--- src/rtl/pfx_pkg.sv ---
package pfx_pkg;

    typedef enum logic [1:0] {
        ACC_LOAD  = 2'b00,
        ACC_STORE = 2'b01,
        ACC_FETCH = 2'b10,
        ACC_OTHER = 2'b11
    } acc_e;

    typedef enum logic [1:0] {
        SP_PRIMARY   = 2'b00,
        SP_ACCREG    = 2'b01,
        SP_SECONDARY = 2'b10,
        SP_HOME      = 2'b11
    } space_e;

    typedef enum logic [1:0] {
        ST_IDLE    = 2'd0,
        ST_GRANT   = 2'd1,
        ST_PROT    = 2'd2,
        ST_BADMODE = 2'd3
    } st_e;

    localparam logic [7:0] CODE_NONE = 8'h00;
    localparam logic [7:0] CODE_PROT = 8'h04;
    localparam logic [7:0] CODE_MODE = 8'h0F;

endpackage

--- src/rtl/pfx_prefix_reg.sv ---
module pfx_prefix_reg #(
    parameter int AW        = 64,
    parameter int SWAP_BITS = 13
) (
    input  logic          clk,
    input  logic          rst_n,
    input  logic          we,
    input  logic [AW-1:0] wdata,
    output logic [AW-1:0] prefix
);
    localparam logic [AW-1:0] ALIGN_MASK = {{(AW-SWAP_BITS){1'b1}}, {SWAP_BITS{1'b0}}};

    always_ff @(posedge clk) begin
        if (!rst_n) begin
            prefix <= '0;
        end else if (we) begin
            prefix <= wdata & ALIGN_MASK;
        end
    end
endmodule

--- src/rtl/pfx_remap.sv ---
module pfx_remap #(
    parameter int AW        = 64,
    parameter int PAGE_BITS = 12,
    parameter int SWAP_BITS = 13
) (
    input  logic [AW-1:0] real_addr,
    input  logic [AW-1:0] prefix,
    output logic [AW-1:0] abs_addr
);
    localparam logic [AW-1:0] PAGE_MASK = {{(AW-PAGE_BITS){1'b1}}, {PAGE_BITS{1'b0}}};
    localparam logic [AW-1:0] HI_MASK   = {{(AW-SWAP_BITS){1'b1}}, {SWAP_BITS{1'b0}}};

    logic [AW-1:0] page;
    logic          in_low_window;
    logic          in_pfx_window;

    always_comb begin
        page          = real_addr & PAGE_MASK;
        in_low_window = (page & HI_MASK) == '0;
        in_pfx_window = ((page ^ prefix) & HI_MASK) == '0;
        if (in_low_window) begin
            abs_addr = page + prefix;
        end else if (in_pfx_window) begin
            abs_addr = page - prefix;
        end else begin
            abs_addr = page;
        end
    end
endmodule

--- src/rtl/pfx_guard.sv ---
module pfx_guard
    import pfx_pkg::*;
#(
    parameter int AW        = 64,
    parameter int PAGE_BITS = 12,
    parameter int SWAP_BITS = 13,
    parameter int LOW_BITS  = 9
) (
    input  logic [AW-1:0] addr,
    input  logic          guard_en,
    input  logic          xlate_en,
    input  logic [1:0]    space_sel,
    input  logic          priv_primary,
    input  logic          priv_secondary,
    input  logic          priv_home,
    output logic          active,
    output logic          page_low,
    output logic          exact_low,
    output logic          bad_mode
);
    localparam logic [AW-1:0] HI_MASK    = {{(AW-SWAP_BITS){1'b1}}, {SWAP_BITS{1'b0}}};
    localparam logic [AW-1:0] MID_MASK   = {{(AW-PAGE_BITS){1'b0}}, {(PAGE_BITS-LOW_BITS){1'b1}},
                                            {LOW_BITS{1'b0}}};
    localparam logic [AW-1:0] EXACT_MASK = HI_MASK | MID_MASK;

    logic sel_private;

    always_comb begin
        unique case (space_e'(space_sel))
            SP_PRIMARY:   sel_private = priv_primary;
            SP_SECONDARY: sel_private = priv_secondary;
            SP_HOME:      sel_private = priv_home;
            SP_ACCREG:    sel_private = 1'b0;
        endcase
        bad_mode  = xlate_en && (space_e'(space_sel) == SP_ACCREG);
        active    = guard_en && (!xlate_en || !sel_private);
        page_low  = (addr & HI_MASK) == '0;
        exact_low = (addr & EXACT_MASK) == '0;
    end
endmodule

--- src/rtl/pfx_lowguard.sv ---
module pfx_lowguard
    import pfx_pkg::*;
#(
    parameter int AW           = 64,
    parameter int PAGE_BYTES   = 4096,
    parameter int WINDOW_BYTES = 8192,
    parameter int LOW_BYTES    = 512
) (
    input  logic          clk,
    input  logic          rst_n,
    input  logic          pfx_we,
    input  logic [AW-1:0] pfx_wdata,
    input  logic          req_valid,
    input  logic [AW-1:0] req_addr,
    input  logic [1:0]    req_kind,
    input  logic          guard_en,
    input  logic          xlate_en,
    input  logic [1:0]    space_sel,
    input  logic          priv_primary,
    input  logic          priv_secondary,
    input  logic          priv_home,
    output logic          rsp_valid,
    output logic [AW-1:0] abs_addr,
    output logic          wr_inval,
    output logic          prot_fault,
    output logic          mode_err,
    output logic [7:0]    fault_code
);
    localparam int PAGE_BITS = $clog2(PAGE_BYTES);
    localparam int SWAP_BITS = $clog2(WINDOW_BYTES);
    localparam int LOW_BITS  = $clog2(LOW_BYTES);

    logic [AW-1:0] prefix;
    logic [AW-1:0] abs_c;
    logic          g_active;
    logic          g_page_low;
    logic          g_exact_low;
    logic          g_bad_mode;

    st_e           state_q;
    st_e           state_d;
    logic [AW-1:0] abs_q;
    logic          inval_q;

    pfx_prefix_reg #(.AW(AW), .SWAP_BITS(SWAP_BITS)) u_prefix (
        .clk    (clk),
        .rst_n  (rst_n),
        .we     (pfx_we),
        .wdata  (pfx_wdata),
        .prefix (prefix)
    );

    pfx_remap #(.AW(AW), .PAGE_BITS(PAGE_BITS), .SWAP_BITS(SWAP_BITS)) u_remap (
        .real_addr (req_addr),
        .prefix    (prefix),
        .abs_addr  (abs_c)
    );

    pfx_guard #(.AW(AW), .PAGE_BITS(PAGE_BITS), .SWAP_BITS(SWAP_BITS),
                .LOW_BITS(LOW_BITS)) u_guard (
        .addr           (req_addr),
        .guard_en       (guard_en),
        .xlate_en       (xlate_en),
        .space_sel      (space_sel),
        .priv_primary   (priv_primary),
        .priv_secondary (priv_secondary),
        .priv_home      (priv_home),
        .active         (g_active),
        .page_low       (g_page_low),
        .exact_low      (g_exact_low),
        .bad_mode       (g_bad_mode)
    );

    // Next-state decision
    always_comb begin
        state_d = ST_IDLE;
        if (req_valid) begin
            if (g_bad_mode) begin
                state_d = ST_BADMODE;
            end else if (g_active && g_exact_low && (acc_e'(req_kind) == ACC_STORE)) begin
                state_d = ST_PROT;
            end else begin
                state_d = ST_GRANT;
            end
        end
    end

    // State and captured data
    always_ff @(posedge clk) begin
        if (!rst_n) begin
            state_q <= ST_IDLE;
            abs_q   <= '0;
            inval_q <= 1'b0;
        end else begin
            state_q <= state_d;
            if (req_valid) begin
                abs_q   <= abs_c;
                inval_q <= g_active && g_page_low;
            end
        end
    end

    // Outputs from state
    always_comb begin
        rsp_valid  = 1'b0;
        abs_addr   = '0;
        wr_inval   = 1'b0;
        prot_fault = 1'b0;
        mode_err   = 1'b0;
        fault_code = CODE_NONE;
        unique case (state_q)
            ST_IDLE: begin
            end
            ST_GRANT: begin
                rsp_valid = 1'b1;
                abs_addr  = abs_q;
                wr_inval  = inval_q;
            end
            ST_PROT: begin
                rsp_valid  = 1'b1;
                wr_inval   = inval_q;
                prot_fault = 1'b1;
                fault_code = CODE_PROT;
            end
            ST_BADMODE: begin
                rsp_valid  = 1'b1;
                mode_err   = 1'b1;
                fault_code = CODE_MODE;
            end
        endcase
    end
endmodule

--- config.mk ---
export PLATFORM = sky130hd
export DESIGN_NAME = pfx_lowguard
export DESIGN_NICKNAME = d
export VERILOG_FILES = /design/src/rtl/pfx_pkg.sv /design/src/rtl/pfx_prefix_reg.sv /design/src/rtl/pfx_remap.sv /design/src/rtl/pfx_guard.sv /design/src/rtl/pfx_lowguard.sv
export SDC_FILE = /design/constraint.sdc
export NUM_CORES = 1
export LEC_CHECK = 0
export ABC_AREA = 1
export BUFFER_PORTS_ARGS = -buffer_cell sky130_fd_sc_hd__buf_4
export CAP_MARGIN = 20
export CORE_MARGIN = 4
export CORE_UTILIZATION = 35
export DETAILED_ROUTE_END_ITERATION = 10
export GPL_TIMING_DRIVEN = 0
export PLACE_DENSITY = 0.53
export SKIP_CTS_REPAIR_TIMING = 1
export SLEW_MARGIN = 20
export SYNTH_ARGS = -nofsm -noshare
export SYNTH_HDL_FRONTEND = slang
export SYNTH_SLANG_ARGS = --single-unit
--- constraint.sdc ---
create_clock -name clk -period 2.9 [get_ports clk]
set_input_delay 0.435 -clock clk [delete_from_list [all_inputs] [get_ports clk]]
set_output_delay 0.435 -clock clk [all_outputs]
set_load 0.02 [all_outputs]
==> summary.txt, run 1 <==
Die
  – Chip height: 207.3 um
  – Placeable core area: 39010 um2
  – IO Count: 217
  – Die width: 207.3 um
  – Row cnt: 72
  – Initial Util: 35.66%
  – Die area: 42990 um2

Timing
  – Hold Worst Slack: 0.2573 ns
  – Max Fclk: 346.6 MHz
  – Worst slew pin tran: 1.099 ns
  – Final hold vios: 0
  – Relative slew slack: 26.76%
  – Final setup vio count: 0
  – Final number of max-transition violations: 0
  – Final period util: 99.50%
  – Layout Skew: 0.01715 ns
  – Final Critical Period: 2.886 ns

Critical path
  – R2R Path End: abs_q[44]
  – CP startpoint kind: primary input
  – Setup Crit Path Kind: in -> reg
  – WP data required: 3.24 ns
  – Reg2Reg Setup Slack: 0.08 ns
  – Worst R2R Path Depth: 16
  – Worst-path fanout max: 10
  – CP arrival: 3.23 ns
  – CP endpoint kind: flop
  – Worst r2r src: u_prefix.prefix[18]

Global route
  – Initial antenna violation count: 0
  – First-pass GRT wire length: 102900 um
  – Largest net degree at the start of global routing: 17
  – GR Util All Layers: 32.19%
  – Vias in the first global route: 15880
  – Overflow after GRT: 0

Clocking
  – Clk slew on worst S/H paths: 0.08 ns
  – Clk_lat worst skew: 0.41 ns
  – Clk sinks: 106
  – Total CTS buffers: 9
  – CTS tree: yes
  – H-tree levels: 3
  – CTS Root Cell: clkbuf_16
  – CTS Buffer Depth: 2

Route
  – Post-route ant nets: 0
  – DR WL/cell: 21.73 um
  – Routed via count: 16940
  – Drt drc: 0
  – Post-DR vias/cell: 5.092
  – DR iter-0 viols: 1422
  – DRT Wirelength: 72300 um
  – First-pass DRT Iterations: 6

Layout
  – Most common cell after layout, fill and taps aside: nand2_1
  – Nets: 3051
  – ANT cells: 0
  – Synth-to-Final Area Change: 17.91%
  – Final Util: 42.04%
  – Layout cells sized above 1: 12.00%
  – Finished Layout Cells: 3327
  – Commonest non-fill, non-tap cells in the layout: nand2_1 (807), inv_1 (539), buf_4 (224)

Synthesis
  – YS warnings: 0
  – EDFF count, synth: 0
  – Syn_area_per_cell: 5.349 um2
  – Synth Flop Type: dfxtp_1
  – Seq cells post-synth: 106
  – Syn Std Cell Area: 13910 um2
  – Share of the yosys chip area belonging to registers: 15.26%
  – Async set-reset flop share out of synthesis: 0%
  – Syn Inst Count: 2600
  – Synth cell types: 46

Place
  – Hpwl dp: 61900 um
  – Buffers on Ports: 176
  – Final Wtd Congestion: 0.9771
  – Placed cells: 3309

Pwr
  – Pwr Total: 5893 uW
  – PD cells: 359.4 nW/um2
  – Peak supply drop: 0.3980 mV
  – Leak: 0.009363 uW

Hold path
  – Hold Crit Class: in -> reg
  – Hold Path Depth: 3
  – Hold Crit Start: req_addr[12]
  – Hold endpoint: abs_q[12]

Run
  – Max Cap Violations: 0

Outcome
  – Status: completed
## cell usage after synthesis (2+ instances only)
cell type,instances,area share [%]
a21o_1,3,0.16
a21oi_1,222,8.0
a21oi_2,5,0.31
a31oi_1,5,0.22
and2_1,5,0.22
buf_2,17,0.61
buf_4,46,2.5
buf_6,5,0.40
clkbuf_1,39,1.1
dfxtp_1,106,15
fa_1,2,0.29
ha_1,104,9.4
inv_1,539,15
inv_2,2,0.054
nand2_1,814,22
nand2_2,14,0.63
nand2_4,3,0.24
nand3_1,137,4.9
nand3b_1,7,0.38
nand4_1,23,1.0
nor2_1,225,6.1
nor2_2,5,0.22
nor2_4,7,0.57
nor3_1,30,1.1
nor4_1,4,0.18
o211ai_1,5,0.27
o21ai_0,172,6.2
o21bai_1,18,0.97
o31ai_1,2,0.11
or2_2,3,0.13
xnor2_1,4,0.25
xor2_1,13,0.82
## cells by family (layout without fill, tap and decap cells)
| kind of cell | Yosys count | after routing | synth area share [%] |
|---|---|---|---|
| AOI/OAI and AO/OA | 438 | 438 | 16.57 |
| xor gates and xnor gates | 17 | 17 | 1.071 |
| adders and majority gates | 106 | 106 | 9.644 |
| buffers and inverters | 651 | 845 | 19.30 |
| DFF | 106 | 106 | 15.26 |
| other | 1 | 16 | 0.02696 |
| and+or+nand+nor | 1281 | 1281 | 38.13 |
## report_power, final
group	switching (uW)	internal (uW)	total, uW
registers	57.8	1560	1610
logic	1950	808	2760
clock network	692	828	1520
total	2700	3190	5890
## registers in the layout, summed over array words and instances (netlist names)
signal and count:
abs_q 52, u_prefix.prefix 51, state_q 2, inval_q 1
## how the worst max path moves through the flow
stage	start	endpoint	cells past startpoint
2_1_floorplan	req_addr[13]	abs_q[33]	17
3_3_place_gp	req_addr[45]	abs_q[41]	12
3_5_place_dp	req_addr[45]	abs_q[51]	12
4_1_cts	u_prefix.prefix[16]	abs_q[56]	14
5_1_grt	u_prefix.prefix[18]	abs_q[44]	16
6_report	req_addr[45]	abs_q[41]	12
## routing by layer
layer  GRT usage [%]  vias to the layer above  share of wire [%]
met3           8.191                       74                9.2
met5               0                        -                  0
met4           10.17                        0                2.9
met1           43.94                     7830                 44
met2           49.91                      671                 44
li1                -                     8365                  -
## final cells by class
| type | instances | area (um2) |
|---|---|---|
| Buffer | 108 | 653.1 |
| Clock buffer | 12 | 266.5 |
| Clock inverter | 4 | 72.57 |
| Fill cell | 4495 | 22610 |
| Inverter | 543 | 2046 |
| Multi-Input combinational cell | 1858 | 9255 |
| Sequential cell | 106 | 2122 |
| Tap cell | 518 | 648.1 |
| Timing Repair Buffer | 178 | 1336 |
## critical path: stages
cell	delay [ns]
buf_4	0.16
nor2_1	0.11
nand2_1	0.08
nor2_1	0.31
nand2_1	0.14
nor2_1	0.24
nand2_2	0.29
inv_1	0.15
buf_4	0.20
clkbuf_2	0.54
nand3_1	0.34
a21oi_1	0.21
## metrics by stage
step	instance area, um2	setup TNS [ns]	setup slack (ns)
6_report	16400	0	0.01444
5_1_grt	16400	-0.01783	-0.01783
4_1_cts	16280	-0.7321	-0.1383
3_5_place_dp	15940	-5.753	-0.4950
3_3_place_gp	15930	-11.51	-0.8274
2_1_floorplan	13960	0	0.7601
(Power assumes the default switching activity.)
==> run 2, diff against run 1 <==
Settings changed: PLACE_DENSITY 0.53 to 0.52, SLEW_MARGIN 20 to 30, SYNTH_HIERARCHICAL set to 1, TNS_END_PERCENT set to 20.
==> summary.txt, run 2 <==
Critical path
  – Worst-path fanout max: 10 (unchanged)
  – CP arrival: 3.33 ns (was 3.23 ns)
  – WP data required: 3.32 ns (was 3.24 ns)
  – Slowest stage cell on the critical path: clkbuf_4 (was clkbuf_2)
  – CP endpoint kind: flop (unchanged)
  – Crit path cell chain: buf_4 > inv_1 > nand3_1 > nor3_1 > nand2_1 > nor2_2 > nand2_2 > inv_2 > clkbuf_4 > o21ai_0 > o21ai_1 > nor2_1 > nor2_1 (was buf_4 > nor2_1 > nand2_1 > nor2_1 > nand2_1 > nor2_1 > nand2_2 > inv_1 > buf_4 > clkbuf_2 > nand3_1 > a21oi_1)
  – Most frequent CP cell: nor2_1 (unchanged)
  – Buf+Inv Stages, Crit Path: 4 (unchanged)
  – Setup Crit Path Kind: in -> reg (unchanged)
  – CP delay by family, top: simple AND/OR/NAND/NOR gates (unchanged)
  – CP startpoint kind: primary input (unchanged)
  – Delay of the slowest critical-path stage: 0.39 ns (was 0.54 ns)

Timing
  – Final setup vio count: 1 (was 0)
  – Final period util: 100.5% (was 99.50%)
  – Final Critical Period: 2.915 ns (was 2.886 ns)
  – Final hold vios: 0 (unchanged)
  – Final WS setup: -0.01490 ns (was 0.01444 ns)
  – Max Fclk: 343.1 MHz (was 346.6 MHz)
  – RSZ-0062 raised after global routing: yes
  – Worst slew pin tran: 0.9336 ns (was 1.099 ns)
  – Layout Skew: 0.01893 ns (was 0.01715 ns)
  – Relative slew slack: 37.76% (was 26.76%)
  – Setup tns final: -0.01490 ns (was 0 ns)
  – Final number of max-transition violations: 0 (unchanged)
  – Hold Worst Slack: 0.2217 ns (was 0.2573 ns)

Clocking
  – H-tree levels: 4 (was 3)
  – CTS tree: yes (unchanged)
  – CTS Root Cell: clkbuf_16 (unchanged)
  – Clk sinks: 118 (was 106)
  – Total CTS buffers: 17 (was 9)
  – Clk slew on worst S/H paths: 0.06 ns (was 0.08 ns)
  – Clk_lat worst skew: 0.49 ns (was 0.41 ns)
  – CTS Buffer Depth: 2 (unchanged)

Route
  – DRT Wirelength: 84090 um (was 72300 um)
  – First-pass DRT Iterations: 6 (unchanged)
  – DR WL/cell: 20.30 um (was 21.73 um)
  – Post-route ant nets: 0 (unchanged)
  – DR iter-0 viols: 1803 (was 1422)
  – Routed via count: 20450 (was 16940)
  – Post-DR vias/cell: 4.936 (was 5.092)
  – Drt drc: 0 (unchanged)

Synthesis
  – YS warnings: 6 (was 0)
  – Synth cell count leaders: nand2_1 (1066), inv_1 (705), nor2_1 (494) (was nand2_1 (814), inv_1 (539), nor2_1 (225))
  – Synth Flop Type: dfxtp_1 (unchanged)
  – Syn_area_per_cell: 5.128 um2 (was 5.349 um2)
  – Synth Area in XOR/XNOR: 0.9361% (was 1.071%)
  – Largest family of logic cells by synthesized area: simple AND/OR/NAND/NOR gates (unchanged)
  – EDFF count, synth: 0 (unchanged)
  – Post-synthesis simple-gate area fraction: 43.77% (was 38.13%)
  – Seq cells post-synth: 118 (was 106)
  – Share of the yosys chip area belonging to registers: 14.03% (was 15.26%)
  – Synth top area share: 23.76% (was 21.97%)
  – Dominant cells by area after synthesis: nand2_1 (24%), inv_1 (16%), dfxtp_1 (14%), nor2_1 (11%), ha_1 (7.9%) (was nand2_1 (22%), dfxtp_1 (15%), inv_1 (15%), ha_1 (9.4%), a21oi_1 (8.0%))
  – Multiplexer area fraction after synthesis: 0% (unchanged)
  – Syn Inst Count: 3284 (was 2600)
  – Yosys top cell by area: nand2_1 (unchanged)
  – Async set-reset flop share out of synthesis: 0% (unchanged)
  – Synth Area in Adders: 8.068% (was 9.644%)
  – Synth Area in Compound Gates: 12.16% (was 16.57%)
  – Syn Std Cell Area: 16840 um2 (was 13910 um2)
  – Synth cell types: 47 (was 46)
  – Count leader, synth: nand2_1 (unchanged)

Place
  – Hpwl dp: 71810 um (was 61900 um)
  – DP Area: 19070 um2 (was 15940 um2)
  – Buffers on Ports: 187 (was 176)
  – Final Wtd Congestion: 1.078 (was 0.9771)
  – Placed cells: 4101 (was 3309)

Layout
  – Nets: 3763 (was 3051)
  – Max FFs per register: 64 (was 52)
  – Most common cell after layout, fill and taps aside: nand2_1 (unchanged)
  – Largest register by flop count: abs_q (unchanged)
  – Layout cells sized above 1: 14.74% (was 12.00%)
  – Commonest non-fill, non-tap cells in the layout: nand2_1 (1043), inv_1 (702), nor2_1 (462) (was nand2_1 (807), inv_1 (539), buf_4 (224))
  – Largest registers: abs_q (64), u_prefix/prefix (51), state_q (2) (was abs_q (52), u_prefix.prefix (51), state_q (2))
  – Finished Layout Cells: 4143 (was 3327)
  – Post-route cell area: 20360 um2 (was 16400 um2)
  – Synth-to-Final Area Change: 20.87% (was 17.91%)

Run
  – Max Cap Violations: 0 (unchanged)

Die
  – Placeable core area: 47650 um2 (was 39010 um2)
  – Initial Util: 35.35% (was 35.66%)
  – Die area: 51690 um2 (was 42990 um2)
  – Die width: 227.4 um (was 207.3 um)
  – Chip height: 227.4 um (was 207.3 um)
  – IO Count: 217 (unchanged)
  – Row cnt: 80 (was 72)

Global route
  – Overflow after GRT: 0 (unchanged)
  – First-pass GRT wire length: 120200 um (was 102900 um)
  – Vias in the first global route: 18900 (was 15880)
  – Initial antenna violation count: 1 (was 0)
  – Largest net degree at the start of global routing: 17 (unchanged)
  – GR Util All Layers: 31.79% (was 32.19%)

Pwr
  – Pwr Total: 7345 uW (was 5893 uW)
  – PD cells: 360.8 nW/um2 (was 359.4 nW/um2)
  – Leak: 0.01194 uW (was 0.009363 uW)
  – Peak supply drop: 0.4194 mV (was 0.3980 mV)

Outcome
  – Status: finished with violations (was completed)
  – Failing checks: setup timing

Hold path
  – Hold Crit Class: in -> reg (unchanged)
## run 2: changes by cell type in the layout (fill, tap and decap cells not counted), sizes merged, moves of 4 or more
cell,change
nor2,+280
nand2,+247
inv,+171
buf,+51
a21oi,-49
o21ai,-16
nand4,+14
dfxtp,+12
clkbuf,-5
a31oi,-4
nor3,+4
xor2,+4
## run 2: per-stage QoR
step	util, %	setup slack [ns]
final	42.72	-0.01490
after global routing	42.72	-0.06643
after CTS	41.39	-0.6580
after detailed placement	40.03	-0.9402
after global placement	40.03	-1.512
after floorplan	-	0.6670
## run 2: metal layers
metal  wire length, um  vias to the layer above  track usage (%)  share of wire, %
met5                 0                        -                0                 0
met4              5732                        0            18.82               6.8
met3              5006                      201            4.113               6.0
met2             38040                      741            52.13                45
met1             35310                     9237            40.05                42
li1                  -                    10270                -                 -
## run 2: layout make-up
type | count | area, um2
Fill cell | 5512 | 27290
Multi-Input combinational cell | 2341 | 11440
Inverter | 711 | 2689
Sequential cell | 118 | 2366
Timing Repair Buffer | 197 | 1486
Buffer | 128 | 959.7
Tap cell | 615 | 769.5
Clock buffer | 19 | 452.9
Clock inverter | 13 | 193.9
Antenna cell | 1 | 2.502
## run 2: cell families (layout without fill, tap and decap cells)
group,Yosys count,count (layout)
other,2,18
buffers and inverters,840,1068
adders and majority gates,108,108
DFF,118,118
and+or+nand+nor,1826,1826
xor gates and xnor gates,18,18
AOI/OAI and AO/OA,372,372
## run 2: path summary, 6_finish.rpt
check / startpoint / endpoint / slack (ns) / depth (start not counted)
hold reg to reg: u_prefix/prefix[46] / u_prefix/prefix[46] / 0.49 / 2
hold / removal: req_kind[1] / state_q[1] / 0.22 / 4
setup / recovery: req_addr[37] / abs_q[30] / -0.01 / 13
setup reg to reg: u_prefix/prefix[38] / abs_q[60] / 0.04 / 14
## run 2: power breakdown
group	internal [uW]	switching [uW]
registers	1730	74.2
logic	960	2130
clock network	1490	959
total	4180	3160
## run 2: tightest hold or removal path, delay by kind of cell
kind	cells	cell delay [ns]
buffers and inverters	1	0.07
and+or+nand+nor	2	0.09
AOI/OAI and AO/OA	1	0.05
==> run 3, diff against run 2 <==
Clock period 2.9 ns to 3.3 ns, I/O delays scaled along.
==> summary.txt, run 3 (synthesis results as in run 2) <==
Run
  – Max Cap Violations: 0 (unchanged)

Timing
  – Relative slew slack: 38.83% (was 37.76%)
  – Final Critical Period: 3.389 ns
  – Final hold vios: 0 (unchanged)
  – RSZ-0062 raised after global routing: yes (unchanged)
  – Layout Skew: 0.02089 ns (was 0.01893 ns)
  – Max Fclk: 295.1 MHz
  – Final setup vio count: 3 (was 1)
  – Final WS setup: -0.08875 ns (was -0.01490 ns)
  – Final period util: 102.7%
  – Worst slew pin tran: 0.9175 ns (was 0.9336 ns)
  – Final number of max-transition violations: 0 (unchanged)

Route
  – DR WL/cell: 20.25 um (was 20.30 um)
  – Routed via count: 20440 (was 20450)
  – DRT Wirelength: 83750 um (was 84090 um)
  – Post-route ant nets: 0 (unchanged)
  – First-pass DRT Iterations: 7 (was 6)
  – Drt drc: 0 (unchanged)
  – DR iter-0 viols: 2007 (was 1803)
  – Post-DR vias/cell: 4.941 (was 4.936)

Die
  – IO Count: 217 (unchanged)
  – Die width: 227.4 um (unchanged)
  – Placeable core area: 47650 um2 (unchanged)
  – Chip height: 227.4 um (unchanged)
  – Row cnt: 80 (unchanged)
  – Die area: 51690 um2 (unchanged)
  – Initial Util: 35.35% (unchanged)

Pwr
  – Sw Ratio: 43.04% (was 43.07%)
  – P_sw: 2735 uW (was 3164 uW)
  – Clock power share: 34.0% (was 33.3%)
  – PD cells: 321.4 nW/um2 (was 360.8 nW/um2)
  – Combinational share of power: 41.1% (was 42.1%)
  – Share of total power in sequential cells: 25.0% (was 24.6%)
  – Leak: 0.01179 uW (was 0.01194 uW)
  – Pwr Total: 6355 uW (was 7345 uW)
  – Pint: 3620 uW (was 4181 uW)
  – Peak supply drop: 0.3697 mV (was 0.4194 mV)

Critical path
  – Worst-path fanout max: 10 (unchanged)
  – Buf+Inv Stages, Crit Path: 4 (unchanged)
  – Crit path cell chain: buf_4 > inv_1 > nand3_1 > nor3_1 > nand2_1 > nor2_1 > nand2_2 > inv_2 > buf_2 > nand3_1 > nand2_1 > nor2_1 > nor2_1 (was buf_4 > inv_1 > nand3_1 > nor3_1 > nand2_1 > nor2_2 > nand2_2 > inv_2 > clkbuf_4 > o21ai_0 > o21ai_1 > nor2_1 > nor2_1)
  – CP endpoint kind: flop (unchanged)
  – Slowest stage cell on the critical path: buf_2 (was clkbuf_4)
  – CP delay by family, top: simple AND/OR/NAND/NOR gates (unchanged)
  – CP arrival: 3.81 ns (was 3.33 ns)
  – WP data required: 3.72 ns (was 3.32 ns)
  – Delay of the slowest critical-path stage: 0.57 ns (was 0.39 ns)
  – Most frequent CP cell: nor2_1 (unchanged)
  – CP startpoint kind: primary input (unchanged)
  – Setup Crit Path Kind: in -> reg (unchanged)

Layout
  – Largest registers: abs_q (64), u_prefix/prefix (51), state_q (2) (unchanged)
  – Commonest non-fill, non-tap cells in the layout: nand2_1 (1064), inv_1 (704), nor2_1 (492) (was nand2_1 (1043), inv_1 (702), nor2_1 (462))
  – Layout cells sized above 1: 11.96% (was 14.74%)
  – Nets: 3756 (was 3763)
  – Synth-to-Final Area Change: 17.42% (was 20.87%)
  – Largest register by flop count: abs_q (unchanged)
  – Layout fillers: 5548 (was 5512)
  – Final Util: 41.50% (was 42.72%)
  – Most common cell after layout, fill and taps aside: nand2_1 (unchanged)
  – Max FFs per register: 64 (unchanged)
  – Multi-input logic area: 11030 um2 (was 11440 um2)
  – Storage cell area: 2362 um2 (was 2366 um2)

Outcome
  – Status: finished with violations (unchanged)
  – Failing checks: setup timing (unchanged)

Global route
  – Largest net degree at the start of global routing: 17 (unchanged)
  – First-pass GRT wire length: 120200 um (unchanged)
  – Initial antenna violation count: 1 (unchanged)
  – Vias in the first global route: 18900 (unchanged)
  – GR Util All Layers: 31.79% (unchanged)
  – Overflow after GRT: 0 (unchanged)

Hold path
  – Hold Crit Class: in -> reg (unchanged)

Place
  – Buffers on Ports: 187 (unchanged)
  – Final Wtd Congestion: 1.078 (unchanged)
  – Hpwl dp: 71810 um (unchanged)
  – Pre-CTS WS: -0.6002 ns (was -0.9402 ns)

Clocking
  – CTS Root Cell: clkbuf_16 (unchanged)
  – Total CTS buffers: 17 (unchanged)
  – H-tree levels: 4 (unchanged)
  – Clk sinks: 118 (unchanged)
  – CTS tree: yes (unchanged)
  – Clk slew on worst S/H paths: 0.06 ns (about the same)
  – Clk_lat worst skew: 0.49 ns (about the same)
  – CTS Buffer Depth: 2 (unchanged)
==> run 3: changes by cell type in the layout (fill, tap and decap cells not counted), moves of 6 or more <==
cell	previous run	this run
nor2_4	17	3
buf_6	21	10
clkbuf_4	18	0
o21ai_0	141	147
nand3_1	134	140
nor2_2	39	23
nand2_2	30	12
nor2_1	462	492
buf_2	28	47
a21oi_2	34	21
a21oi_1	141	157
nand2_1	1043	1064
==> run 3: routing by layer <==
metal | vias to the layer above | track usage, % | wire length (um)
li1 | 10260 | - | -
met1 | 9214 | 40.05 | 35690
met2 | 782 | 52.13 | 37970
met3 | 182 | 4.113 | 4616
met4 | 0 | 18.82 | 5473
met5 | - | 0 | 0
==> run 3: through the flow <==
step / hold slack (ns) / cells / TNS (ns) / cell area, um2
4_1_cts: 0.2391 / 4133 / -0.8128 / 19720
2_1_floorplan: 0.4529 / 3299 / 0 / 16900
3_3_place_gp: 0.4770 / 4101 / -22.02 / 19070
5_1_grt: 0.2889 / 4135 / -0.02397 / 19770
3_5_place_dp: 0.4811 / 4101 / -13.81 / 19070
6_report: 0.2801 / 4136 / -0.1459 / 19780
==> run 3: final cells by class <==
type / count / share of cell area [%]
buffer: 128 / 4.353
timing repair buffer: 190 / 7.213
tap: 615 / 3.891
clock buffer: 19 / 2.290
multi-input combinational: 2341 / 55.77
antenna: 1 / 0.01265
inverter: 711 / 13.55
clock inverter: 13 / 0.9807
sequential: 118 / 11.95
==> run 3: worst reg2reg max path, stage by stage, from the launching register on <==
cell and delay [ns]:
dfxtp_1 0.45, inv_1 0.13, fa_1 0.55, inv_1 0.14
nand2_1 0.08, nand3_1 0.17, nand3_1 0.13, nand2_1 0.23
nand2_1 0.08, nand2_1 0.27, a21oi_1 0.13, o21a_1 0.16
a21oi_1 0.40, nor2_1 0.12, nor2_1 0.11
==> run 3: power groups by stage <==
stage | combinational, uW | sequential, uW | clock [uW]
2_1_floorplan | 1600 | 1590 | 0
6_report | 2610 | 1590 | 2160
3_5_place_dp | 2540 | 1620 | 0
5_1_grt | 2860 | 1600 | 2240
3_3_place_gp | 2540 | 1620 | 0
4_1_cts | 2560 | 1590 | 2230
==> run 3: worst paths after layout <==
kind,from,to,slack [ns],cells after the start
setup / recovery,req_addr[37],abs_q[46],-0.09,13
hold / removal,req_kind[1],state_q[1],0.28,4
setup reg to reg,u_prefix/prefix[13],abs_q[24],0.09,14
hold reg to reg,u_prefix/prefix[55],u_prefix/prefix[55],0.49,2
